### src/rtl/wdog_twophase.sv
module wdog_twophase #(
  parameter int TICK_LOG2 = 28
) (
  input  logic        clk,
  input  logic        rst_n,
  input  logic [1:0]  bus_addr,
  input  logic        bus_we,
  input  logic [31:0] bus_wdata,
  output logic [31:0] bus_rdata,
  output logic        irq_pre,
  output logic        irq_expire,
  output logic        rst_chip,
  output logic        rst_cpu,
  output logic        rst_sw
);
  localparam int LEN_W = 5;
  localparam logic [1:0] ST_IDLE = 2'd0, ST_PH1 = 2'd1, ST_PH2 = 2'd2;
  localparam logic [1:0] A_CTRL = 2'd0, A_LEN = 2'd1, A_PING = 2'd2;

  logic [1:0]           state;
  logic [TICK_LOG2-1:0] presc;
  logic [LEN_W-1:0]     tcnt, len1, len2;
  logic [1:0]           mode;
  logic [2:0]           rst_q;

  wire wr_ctrl  = bus_we && bus_addr == A_CTRL;
  wire wr_len   = bus_we && bus_addr == A_LEN;
  wire wr_ping  = bus_we && bus_addr == A_PING;
  wire running  = state != ST_IDLE;
  wire start    = wr_ctrl && bus_wdata[0] && !running;
  wire stop     = wr_ctrl && !bus_wdata[0];
  wire ping     = wr_ping && state == ST_PH1;
  wire tick     = &presc;
  wire [LEN_W-1:0] cur_len = (state == ST_PH2) ? len2 : len1;
  wire last     = running && tick && tcnt == cur_len;
  wire end1     = last && state == ST_PH1 && !stop && !ping;
  wire end2     = last && state == ST_PH2 && !stop;
  wire restart  = start || ping || !running;

  wire [2:0] scope = (mode == 2'd0) ? 3'b001 :
                     (mode == 2'd2) ? 3'b100 : 3'b010;

  always_ff @(posedge clk or negedge rst_n) begin
    if (!rst_n) begin
      presc <= '0;
      tcnt  <= '0;
    end else if (restart) begin
      presc <= '0;
      tcnt  <= '0;
    end else begin
      presc <= presc + 1'b1;
      if (tick) tcnt <= (tcnt == cur_len) ? '0 : tcnt + 1'b1;
    end
  end

  always_ff @(posedge clk or negedge rst_n) begin
    if (!rst_n)     state <= ST_IDLE;
    else if (stop)  state <= ST_IDLE;
    else if (start) state <= ST_PH1;
    else if (end1)  state <= ST_PH2;
    else if (end2)  state <= ST_IDLE;
  end

  always_ff @(posedge clk or negedge rst_n) begin
    if (!rst_n) begin
      mode <= 2'd1;
      len1 <= '1;
      len2 <= '1;
    end else begin
      if (wr_ctrl) mode <= bus_wdata[2:1];
      if (wr_len) begin
        len1 <= bus_wdata[LEN_W-1:0];
        len2 <= bus_wdata[8 +: LEN_W];
      end
    end
  end

  always_ff @(posedge clk or negedge rst_n) begin
    if (!rst_n) begin
      irq_pre    <= 1'b0;
      irq_expire <= 1'b0;
      rst_q      <= '0;
    end else begin
      irq_pre    <= end1 | (irq_pre & ~(wr_ctrl & bus_wdata[8]));
      irq_expire <= end2 | (irq_expire & ~(wr_ctrl & bus_wdata[9]));
      rst_q      <= end2 ? scope : 3'b000;
    end
  end

  assign {rst_sw, rst_cpu, rst_chip} = rst_q;

  always_comb begin
    bus_rdata = '0;
    case (bus_addr)
      A_CTRL: begin
        bus_rdata[0]   = running;
        bus_rdata[2:1] = mode;
        bus_rdata[8]   = irq_pre;
        bus_rdata[9]   = irq_expire;
      end
      A_LEN: begin
        bus_rdata[LEN_W-1:0]  = len1;
        bus_rdata[8 +: LEN_W] = len2;
      end
      default: bus_rdata = '0;
    endcase
  end
endmodule

### config.mk
export PLATFORM = sky130hd
export DESIGN_NAME = wdog_twophase
export DESIGN_NICKNAME = d
export VERILOG_FILES = /design/src/rtl/wdog_twophase.sv
export SDC_FILE = /design/constraint.sdc
export NUM_CORES = 1
export LEC_CHECK = 0
export BUFFER_PORTS_ARGS = -buffer_cell sky130_fd_sc_hd__buf_2
export CORE_UTILIZATION = 40
export DETAILED_ROUTE_END_ITERATION = 8
export SLEW_MARGIN = 10
export SYNTH_ARGS = -nofsm -noshare
export SYNTH_HDL_FRONTEND = slang
export SYNTH_SLANG_ARGS = --single-unit
### constraint.sdc
create_clock -name clk -period 4.8 [get_ports clk]
set_input_delay 0.48 -clock clk [delete_from_list [all_inputs] [get_ports clk]]
set_output_delay 0.48 -clock clk [all_outputs]
set_load 0.02 [all_outputs]
==> results.md <==
- Num ports: 74
- Internal Pwr Total: 687 uW
- Die Wd: 86.1 um
- Max_cap viols: 0
- Tmin final: 2.50 ns
- XOR/XNOR share of the synthesized area: 9.28%
- Post-synth ARST share: 100%
- P_sw: 258 uW
- Pin count of the biggest net entering global routing: 53
- Max FO, Critical Path: 9
- Cts bufs inserted: 5
- Setup_tns: 0 ns
- Post-CTS resize count: 0
- Initial antenna violation count: 0
- Synth cell types: 39
- Worst Skew: 0.0103 ns
- Post-Synth Adder-Cell Area: 0.884%
- I/O Buffers: 29
- Share of layout cells above drive strength 1: 20.6%
- Synthesized cell area: 2830 um^2
- Worst-Skew Late Latency: 0.31 ns
- Synth Warn #: 0
- Seq pwr share: 53.6%
- DRC: 0
- Fin crit share: 52.2%
- HP Class: input port to async pin
- Endpoints failing hold: 0
- Vias: 1921
- Number of nets in the layout: 358
- Hpwl dp: 3300 um
- CTS Hold Buffers Added: 0
- Final Slew Violations: 0
- DR vias/cell: 4.62
- Clk pwr share: 31.6%
- Max Buffers Root-to-Sink: 2
- Clock Tree Root: clkbuf_8
- First-pass GRT wire length: 8400 um
- Gr usage total: 14.2%
- Clk sinks: 52
- Syn Inst Count: 292
- Iteration-0 DRC count of the detailed router: 92
- Die Y: 86.1 um
- Post-synthesis sequential area ratio: 46.4%
- Total Wirelength: 4800 um
- CP endpoint kind: flop
- Core area: 6830 um^2
- Gpl congestion: 0.712
- Max VDD drop: 0.182 mV
- GRT overflow: 0
- DP Area: 2970 um^2
- Crit Path Class: flop to flop
- Transition time of the tightest slew-check pin: 0.646 ns
- CTS clock-pin slew for the worst setup and hold paths: 0.09 ns
- Run status: completed
- Hold Slack: 0.273 ns
- Largest family of logic cells by synthesized area: simple AND/OR/NAND/NOR gates
- Post-route cell area: 3080 um^2
- Starting Density: 41.4%
- Max H-tree Level: 2
- Postcts setup bufs: 0
- WL/cell: 11.5 um
- Post-synthesis mux area share: 7.16%
- First-pass DRT Iterations: 4
- Synthesis-to-finish area growth: 8.62%
- Sw Share: 27.3%
- Inserted Diodes: 0
- Combinational Power Share: 14.8%
- Final setup viols: 0
- CTS tree: done
- Fmax: 399 MHz
- # rows: 30
- CP Data Arrival Time: 2.71 ns
- Unrepaired setup endpoints after global routing: false
- Critical Path RT: 5.00 ns
- Most used DFF post-synth: dfrtp_1
- Placed Cells: 408
- Post-synthesis simple-gate area fraction: 23.5%
- P_leak: 1.42 nW
- Post-synth EDFFs: 0
- Seq cells post-synth: 52
- PwrDens: 307 nW/um^2
- Layout Utilization: 45.0%
- Complex-gate fraction of the synthesized area: 4.07%
- Max-slew headroom: 56.9%
- Finished Layout Cells: 416
- Post-route ant nets: 0
- Syn avg cell area: 9.70 um^2
- Crit start category: flop
- Die area: 7420 um^2
- Vias in the first global route: 1877
==> state kept, by name (all words and copies together) (netlist names) <==
name / cells
len1: 5
state: 2
rst_q: 3
presc: 28
mode: 2
tcnt: 5
len2: 5
irq_pre: 1
irq_expire: 1
==> routing by layer <==
layer	wire length (um)	track usage, %	part of all wire (%)
met5	0	0	0
met2	2230	24.5	46
met3	168	2.89	3.5
met4	25	3.64	0.52
met1	2370	18.1	49
==> final timing paths <==
kind	endpoint	slack [ns]	start	cells past startpoint
max	state[1]	2.30	presc[0]	7
min	rst_q[0]	0.27	rst_n	2
min in group clk	mode[0]	0.40	bus_wdata[1]	3
min reg2reg	presc[0]	0.49	presc[0]	1
max in group asynchronous	presc[1]	4.09	rst_n	2
max reg2reg	state[1]	2.30	presc[0]	7
==> layout make-up <==
class	count	area, um^2
Tap cell	96	120
Fill cell	695	3760
Sequential cell	52	1320
Timing Repair Buffer	31	160
Inverter	4	15.0
Clock inverter	2	35.0
Multi-Input combinational cell	225	1360
Clock buffer	6	72.6
==> Yosys cell counts (4+ instances only) <==
master / count / area [um^2]
a21oi_1: 7 / 35.0
and2_1: 5 / 31.3
and4_1: 4 / 35.0
buf_4: 22 / 165
clkbuf_1: 6 / 22.5
dfrtp_1: 41 / 1030
dfstp_2: 11 / 289
inv_1: 4 / 15.0
mux2_2: 10 / 113
mux2i_1: 9 / 90.1
nand2_1: 29 / 109
nand2b_1: 4 / 25.0
nand3_1: 14 / 70.1
nor2_1: 46 / 173
nor3_1: 5 / 25.0
o21ai_0: 8 / 40.0
or3_1: 5 / 31.3
xnor2_1: 9 / 78.8
xor2_1: 21 / 184
==> cells in the final DEF (no fill, tap or decap), types with 2 or more instances in the layout <==
| cell | Yosys | final |
|---|---|---|
| buf_2 | 1 | 29 |
| nand3_2 | 2 | 2 |
| xor2_1 | 21 | 21 |
| nor4_1 | 3 | 3 |
| nor3_1 | 5 | 5 |
| mux2_2 | 10 | 10 |
| xnor2_1 | 9 | 9 |
| and4_1 | 4 | 4 |
| ha_1 | 2 | 2 |
| conb_1 | 1 | 22 |
| or3_1 | 5 | 5 |
| inv_1 | 4 | 4 |
| nand4_1 | 3 | 3 |
| clkbuf_8 | 0 | 5 |
| nand2b_1 | 4 | 4 |
| a21oi_1 | 7 | 6 |
| and3_1 | 2 | 2 |
| nand3_1 | 14 | 14 |
| nor2b_1 | 3 | 3 |
| and2_1 | 5 | 5 |
| dfrtp_1 | 41 | 41 |
| mux2i_1 | 9 | 9 |
| o22ai_1 | 2 | 2 |
| dfstp_2 | 11 | 11 |
| nor2_1 | 46 | 46 |
| nand2_1 | 29 | 29 |
| o21ai_0 | 8 | 8 |
| buf_4 | 22 | 2 |
==> cell families (layout without fill, tap and decap cells) <==
logic type,after synthesis,after routing
compound gates,20,20
xor+xnor,30,30
fa+ha+maj,2,2
buf+inv,36,43
flops,52,52
mux,19,19
other cells,1,22
simple gates,132,132
==> critical path, stage by stage, from the launching register on <==
cell and delay [ns]:
dfrtp_1 0.40, ha_1 0.20, nand3_1 0.17, or3_1 0.52, nor3_4 0.22, nand3_2 0.12
or3_1 0.50, o221a_1 0.28
==> per-stage QoR <==
step | setup slack, ns | power (mW)
4_1_cts | 2.28 | 0.958
3_5_place_dp | 2.28 | 0.656
2_1_floorplan | 2.55 | 0.626
6_report | 2.30 | 0.945
3_3_place_gp | 2.30 | 0.654
5_1_grt | 2.13 | 0.993
==> power groups by stage <==
stage                     combinational [mW]  clock [mW]  sequential [mW]
after floorplan                        0.121           0            0.505
after global placement                 0.140           0            0.514
after detailed placement               0.142           0            0.515
after CTS                              0.142       0.309            0.507
after global routing                   0.158       0.324            0.512
final                                  0.140       0.298            0.507
Power figures use the tool's default switching activity.
